`src/rtl/ctlreg_pkg.sv`:
```
package ctlreg_pkg;
   localparam int unsigned SLOT_STATUS  = 0;
   localparam int unsigned SLOT_ESAVE   = 1;
   localparam int unsigned SLOT_BSAVE   = 2;
   localparam int unsigned SLOT_ENABLE  = 3;
   localparam int unsigned SLOT_PENDING = 4;
   localparam int unsigned SLOT_IDENT   = 5;
   localparam int unsigned SLOT_COUNT   = 6;
   localparam int unsigned PIE_BIT      = 0;

   typedef struct packed {
      logic status;
      logic esave;
      logic bsave;
      logic enable;
      logic pending;
      logic ident;
   } slot_sel_t;
endpackage

```
`src/rtl/ctlreg_decode.sv`:
```
module ctlreg_decode
   import ctlreg_pkg::*;
#(
   parameter int unsigned IDX_W = 5
) (
   input  logic [IDX_W-1:0] idx,
   output slot_sel_t        sel
);
   generate
      if (IDX_W < $clog2(SLOT_COUNT)) begin : g_bad_idx
         $error("ctlreg_decode: IDX_W too narrow for the slot map");
      end
   endgenerate

   always_comb begin
      sel         = '0;
      sel.status  = (idx == IDX_W'(SLOT_STATUS));
      sel.esave   = (idx == IDX_W'(SLOT_ESAVE));
      sel.bsave   = (idx == IDX_W'(SLOT_BSAVE));
      sel.enable  = (idx == IDX_W'(SLOT_ENABLE));
      sel.pending = (idx == IDX_W'(SLOT_PENDING));
      sel.ident   = (idx == IDX_W'(SLOT_IDENT));
   end
endmodule

```
`src/rtl/ctlreg_bank.sv`:
```
module ctlreg_bank
   import ctlreg_pkg::*;
#(
   parameter int unsigned DATA_W = 32,
   parameter int unsigned NIRQ   = 32
) (
   input  logic              clk,
   input  logic              rst_n,
   input  logic              wr_ok,
   input  slot_sel_t         wsel,
   input  logic [DATA_W-1:0] wdata,
   input  logic              eret,
   output logic [DATA_W-1:0] status_q,
   output logic [DATA_W-1:0] esave_q,
   output logic [DATA_W-1:0] bsave_q,
   output logic [NIRQ-1:0]   enable_q
);
   always_ff @(posedge clk or negedge rst_n) begin
      if (!rst_n) begin
         status_q <= '0;
         esave_q  <= '0;
         bsave_q  <= '0;
         enable_q <= '0;
      end else begin
         if (eret)
            status_q <= esave_q;
         else if (wr_ok && wsel.status)
            status_q <= wdata;
         if (wr_ok && wsel.esave)
            esave_q <= wdata;
         if (wr_ok && wsel.bsave)
            bsave_q <= wdata;
         if (wr_ok && wsel.enable)
            enable_q <= wdata[NIRQ-1:0];
      end
   end
endmodule

```
`src/rtl/ctlreg_irq.sv`:
```
module ctlreg_irq #(
   parameter int unsigned NIRQ    = 32,
   parameter bit          IRQ_REG = 1'b0
) (
   input  logic            clk,
   input  logic            rst_n,
   input  logic [NIRQ-1:0] lines,
   input  logic [NIRQ-1:0] enable,
   input  logic            pie,
   output logic [NIRQ-1:0] pending,
   output logic            irq_req
);
   logic want;

   assign pending = lines & enable;
   assign want    = pie & (|pending);

   generate
      if (IRQ_REG) begin : g_flop
         logic req_q;
         always_ff @(posedge clk or negedge rst_n) begin
            if (!rst_n) req_q <= 1'b0;
            else        req_q <= want;
         end
         assign irq_req = req_q;
      end else begin : g_comb
         assign irq_req = want;
      end
   endgenerate
endmodule

```
`src/rtl/ctl_regfile.sv`:
```
module ctl_regfile
   import ctlreg_pkg::*;
#(
   parameter int unsigned DATA_W  = 32,
   parameter int unsigned NIRQ    = 32,
   parameter int unsigned IDX_W   = 5,
   parameter int unsigned REG_W   = 5,
   parameter logic [31:0] CPU_ID  = 32'h0000_0000,
   parameter bit          IRQ_REG = 1'b0
) (
   input  logic              clk,
   input  logic              rst_n,
   input  logic [NIRQ-1:0]   irq_lines,
   input  logic              rd_req,
   input  logic              wr_req,
   input  logic [IDX_W-1:0]  ctl_idx,
   input  logic [REG_W-1:0]  rd_dst,
   input  logic [DATA_W-1:0] wr_data,
   input  logic              usr_mode,
   input  logic              eret,
   output logic [DATA_W-1:0] rd_data,
   output logic              rd_wen,
   output logic              priv_fault,
   output logic              irq_req
);
   localparam int unsigned PAD_W = DATA_W - NIRQ;

   generate
      if (NIRQ > DATA_W || NIRQ == 0) begin : g_bad_nirq
         $error("ctl_regfile: NIRQ must be 1..DATA_W");
      end
      if (DATA_W < 2) begin : g_bad_data
         $error("ctl_regfile: DATA_W must hold the status flags");
      end
   endgenerate

   slot_sel_t         sel;
   logic              rd_ok, wr_ok;
   logic [DATA_W-1:0] status_q, esave_q, bsave_q;
   logic [NIRQ-1:0]   enable_q, pending;
   logic [DATA_W-1:0] enable_x, pending_x, rd_val;

   assign rd_ok = rd_req & ~usr_mode;
   assign wr_ok = wr_req & ~usr_mode;

   ctlreg_decode #(.IDX_W(IDX_W)) u_dec (
      .idx (ctl_idx),
      .sel (sel)
   );

   ctlreg_bank #(.DATA_W(DATA_W), .NIRQ(NIRQ)) u_bank (
      .clk      (clk),
      .rst_n    (rst_n),
      .wr_ok    (wr_ok),
      .wsel     (sel),
      .wdata    (wr_data),
      .eret     (eret),
      .status_q (status_q),
      .esave_q  (esave_q),
      .bsave_q  (bsave_q),
      .enable_q (enable_q)
   );

   ctlreg_irq #(.NIRQ(NIRQ), .IRQ_REG(IRQ_REG)) u_irq (
      .clk     (clk),
      .rst_n   (rst_n),
      .lines   (irq_lines),
      .enable  (enable_q),
      .pie     (status_q[PIE_BIT]),
      .pending (pending),
      .irq_req (irq_req)
   );

   generate
      if (PAD_W == 0) begin : g_full
         assign enable_x  = enable_q;
         assign pending_x = pending;
      end else begin : g_pad
         assign enable_x  = {{PAD_W{1'b0}}, enable_q};
         assign pending_x = {{PAD_W{1'b0}}, pending};
      end
   endgenerate

   always_comb begin
      rd_val = '0;
      if (sel.status)  rd_val = status_q;
      if (sel.esave)   rd_val = esave_q;
      if (sel.bsave)   rd_val = bsave_q;
      if (sel.enable)  rd_val = enable_x;
      if (sel.pending) rd_val = pending_x;
      if (sel.ident)   rd_val = DATA_W'(CPU_ID);
   end

   assign rd_data    = rd_ok ? rd_val : '0;
   assign rd_wen     = rd_ok & (rd_dst != '0);
   assign priv_fault = (rd_req | wr_req) & usr_mode;
endmodule

```
`config.mk`:
```
export PLATFORM = sky130hd
export DESIGN_NAME = ctl_regfile
export DESIGN_NICKNAME = d
export VERILOG_FILES = /design/src/rtl/ctlreg_pkg.sv /design/src/rtl/ctlreg_decode.sv /design/src/rtl/ctlreg_bank.sv /design/src/rtl/ctlreg_irq.sv /design/src/rtl/ctl_regfile.sv
export SDC_FILE = /design/constraint.sdc
export NUM_CORES = 1
export LEC_CHECK = 0
export ABC_AREA = 1
export BUFFER_PORTS_ARGS = -buffer_cell sky130_fd_sc_hd__clkbuf_2
export CORE_ASPECT_RATIO = 2
export CORE_UTILIZATION = 45
export DETAILED_ROUTE_END_ITERATION = 10
export HOLD_SLACK_MARGIN = 0.06
export PLACE_DENSITY_LB_ADDON = 0.25
export SKIP_LAST_GASP = 1
export SLEW_MARGIN = 5
export SYNTH_ARGS = -nofsm -noshare
export SYNTH_HDL_FRONTEND = slang
export SYNTH_SLANG_ARGS = --single-unit
```
`constraint.sdc`:
```
create_clock -name clk -period 2.95 [get_ports clk]
set_input_delay 0.885 -clock clk [delete_from_list [all_inputs] [get_ports clk]]
set_output_delay 0.885 -clock clk [all_outputs]
set_load 0.05 [all_outputs]
```
==> flow_summary.toml <==
[global_route]
grt_pass1_vias = 6621
grt_overflow_total = 0
grtUsageTotal = 0.2649
grt_pass1_wl_mm = 33.04
grt_start_max_net_pins = 129
antenna_found_initial = 0

[power]
power.total_uw = 4883
power_density_nw_per_um2 = 490.8
total_leakage_power_uw = 0.004553
vdd_drop_max_v = 0.0004381

[sta]
slew_violations = 0
slew_headroom = 0.5101
hold_ws_ns = 0.4811
fin_crit_ns = 3.089
final-hold-violation-count = 0
rsz0062_at_grt = "true"
tightestPinTransition_ns = 0.7348
finalSetupViolCount = 32
fin_worst_skew_ns = 0.006520
layout_worst_path_cycle_share = 1.047
setup_ws_ns = -0.1387
max_freq_mhz = 323.8

[placed_design]
finalWeightedCongestion = 0.8412
dp_slack_ns = -0.2281
detailed_place_hpwl_mm = 13.68
numPlacedInstances = 1223
place.port_buffers = 114

[critical_path]
worstPathMaxFanout = 8
critPathLaunchType = "input pin"
crit_type = "input pin to output pin"
endpoint_required_time_on_the_critical_path_ns = 2.07
reg2regPathDepth = 2
end_kind = "output pin"
arrival_ns = 2.20

[route]
firstDrtPassIters = 5
route.final.wire_length_mm = 21.63
routed_via_density = 5.472
vias = 6988
detail_route.drc_violations = 0
antenna_violating_nets_post_route = 0
avgRoutedWirePerCell_um = 16.94
first_iteration_detailed_routing_drc_count = 545

[final_layout]
area_growth_syn_to_layout_pct = 42.53
finalCoreUtilization = 0.6539
filler_cell_count = 1275
layout-drive-gt1-share = 0.3133
final_cells = 1277
final_nets = 1147
antenna-diode-count = 0

[clock_network]
h-tree-depth = 4
tritoncts = "done"
cts-buffers-inserted = 17
max-clock-path-buffers = 2
clk_root_buffer_cell = "clkbuf_16"
clk-insertion-delay-late_ns = 0.42
cts_sinks = 128
holdBufCountCts = 0
cts.clk_slew.worst_paths_ns = 0.06

[synthesis]
synthDominantAreaCellType = "dfrtp_1"
syn_nets = 1004
synth_common_cells = "nand2_1, dfrtp_1, o21ai_0"
yosys_warnings = 0
async_reset_ff_frac = 1.000
synthTopCellsByArea = "dfrtp_1, nand2_1, o21ai_0"
post-synth-top-count-cell = "nand2_1"
synthDominantCellAreaShare = 0.4589
ys_ff_latch = 128
synth_edf_count = 0
synthesis.instances = 924
post_synth.cell_area_avg_um2 = 7.555
primary_flip_flop_cell_chosen_by_synthesis_mapping = "dfrtp_1"
yosysSeqAreaShare = 0.4589
count_of_unique_library_cells_instantiated_by_yosys = 31
synth_area_um2 = 6980

[hold_path]
hold_path_depth = 2
min-delay-path-class = "flip-flop to flip-flop"

[floorplan]
chipHeight_um = 178.1
std_cell_rows = 64
floorplan.die_area_um2 = 16040
die_width_um = 90.07
core_um2 = 15210
floorplan.initialDensity = 0.4588
design.portCount = 115

[status]
status = "finished, violations left"
violations_in_the_final_reports = "setup timing"

[flow_run]
max_cap_viols = 0
power by group:
group	internal (µW)	switching, µW	total (µW)	leakage [µW]
sequential	1970	156	2130	0.00165
clock	1190	779	1970	0.000254
combinational	311	468	779	0.00265
total	3480	1400	4880	0.00455
worst max-delay path, stage by stage:
cell and delay [ns]:
buf_8 0.10, nor2_4 0.15, buf_6 0.13, nand3_4 0.07, buf_12 0.16, clkbuf_16 0.16, or2_0 0.22, nand2_1 0.10
a21oi_4 0.07, buf_12 0.15
cell families (layout without fill, tap and decap cells):
group | count (synthesis) | after routing | share of synthesized area
and+or+nand+nor | 463 | 463 | 0.2895
DFF | 128 | 128 | 0.4589
buffers and inverters | 108 | 263 | 0.07188
AOI/OAI and AO/OA | 225 | 225 | 0.1798
through the flow:
step | TNS (ns) | instance area (µm²)
6_report | -3.500 | 9950
5_1_grt | -5.169 | 9950
4_1_cts | -3.728 | 9468
3_5_place_dp | -5.130 | 8603
3_3_place_gp | -4.733 | 8603
2_1_floorplan | -0.7048 | 7224
per-layer routing:
metal,GRT usage,share of wire,up-vias,routed length [µm]
met5,0,0,-,0
met4,0.1223,0.034,0,738
met3,0.03708,0.048,49,1028
met2,0.4965,0.55,266,12010
met1,0.2930,0.36,3344,7861
li1,-,-,3329,-
repair_timing:
| action | CTS | global route |
|---|---|---|
| pin swaps | 9 | 43 |
| resized for setup | 43 | 93 |
| endpoints found under the setup margin | 32 | 33 |
| cloned | 3 | 6 |
| buffers inserted | 7 | 7 |
| hold endpoints to repair | 0 | 0 |
worst paths after layout:
check | end | slack [ns] | from
worst max-delay path | rd_data[28] | -0.14 | ctl_idx[0]
worst min-delay path | u_bank.bsave_q[13] | 0.48 | u_bank.bsave_q[13]
worst max register to register | u_bank.status_q[30] | 2.03 | u_bank.esave_q[30]
worst min register to register | u_bank.bsave_q[13] | 0.48 | u_bank.bsave_q[13]
max in group asynchronous | u_bank.enable_q[26] | 1.83 | rst_n
min in group asynchronous | u_bank.enable_q[14] | 0.55 | rst_n
registers in the layout, summed over array words and instances, names as in the netlist:
signal	cells
u_bank.enable_q	32
u_bank.status_q	32
u_bank.esave_q	32
u_bank.bsave_q	32
cell type report:
type,instances,area (µm²),share of cell area
Inverter,45,171.4,0.01723
Multi-Input combinational cell,688,3791,0.3810
Timing Repair Buffer,187,1986,0.1996
Clock buffer,22,464.2,0.04665
Sequential cell,128,3203,0.3219
Clock inverter,9,86.33,0.008677
Tap cell,198,247.7,0.02490
cells in the final DEF (no fill, tap or decap), types with 2 or more instances in the layout:
cell | Yosys | routed
nand2_1 | 303 | 265
dfrtp_1 | 128 | 128
o21ai_0 | 110 | 110
clkbuf_2 | 2 | 77
a21oi_1 | 62 | 54
nor2_1 | 46 | 42
buf_12 | 0 | 42
buf_4 | 5 | 41
inv_1 | 43 | 39
nand2_2 | 2 | 39
nand4_1 | 36 | 36
a21oi_4 | 0 | 33
clkbuf_16 | 0 | 22
nand3_2 | 0 | 20
or2_1 | 19 | 20
o21ai_1 | 18 | 18
nand3_1 | 34 | 14
buf_6 | 6 | 12
or2_0 | 9 | 8
a21oi_2 | 32 | 7
buf_8 | 0 | 6
inv_2 | 2 | 5
clkinvlp_4 | 0 | 5
nor2_4 | 2 | 4
nor2_2 | 1 | 3
or2_4 | 0 | 3
clkbuf_8 | 0 | 3
clkbuf_1 | 26 | 3
nand2_4 | 1 | 2
nor3_2 | 0 | 2
clkinv_2 | 0 | 2
buf_16 | 0 | 2
(Power assumes the default switching activity.)
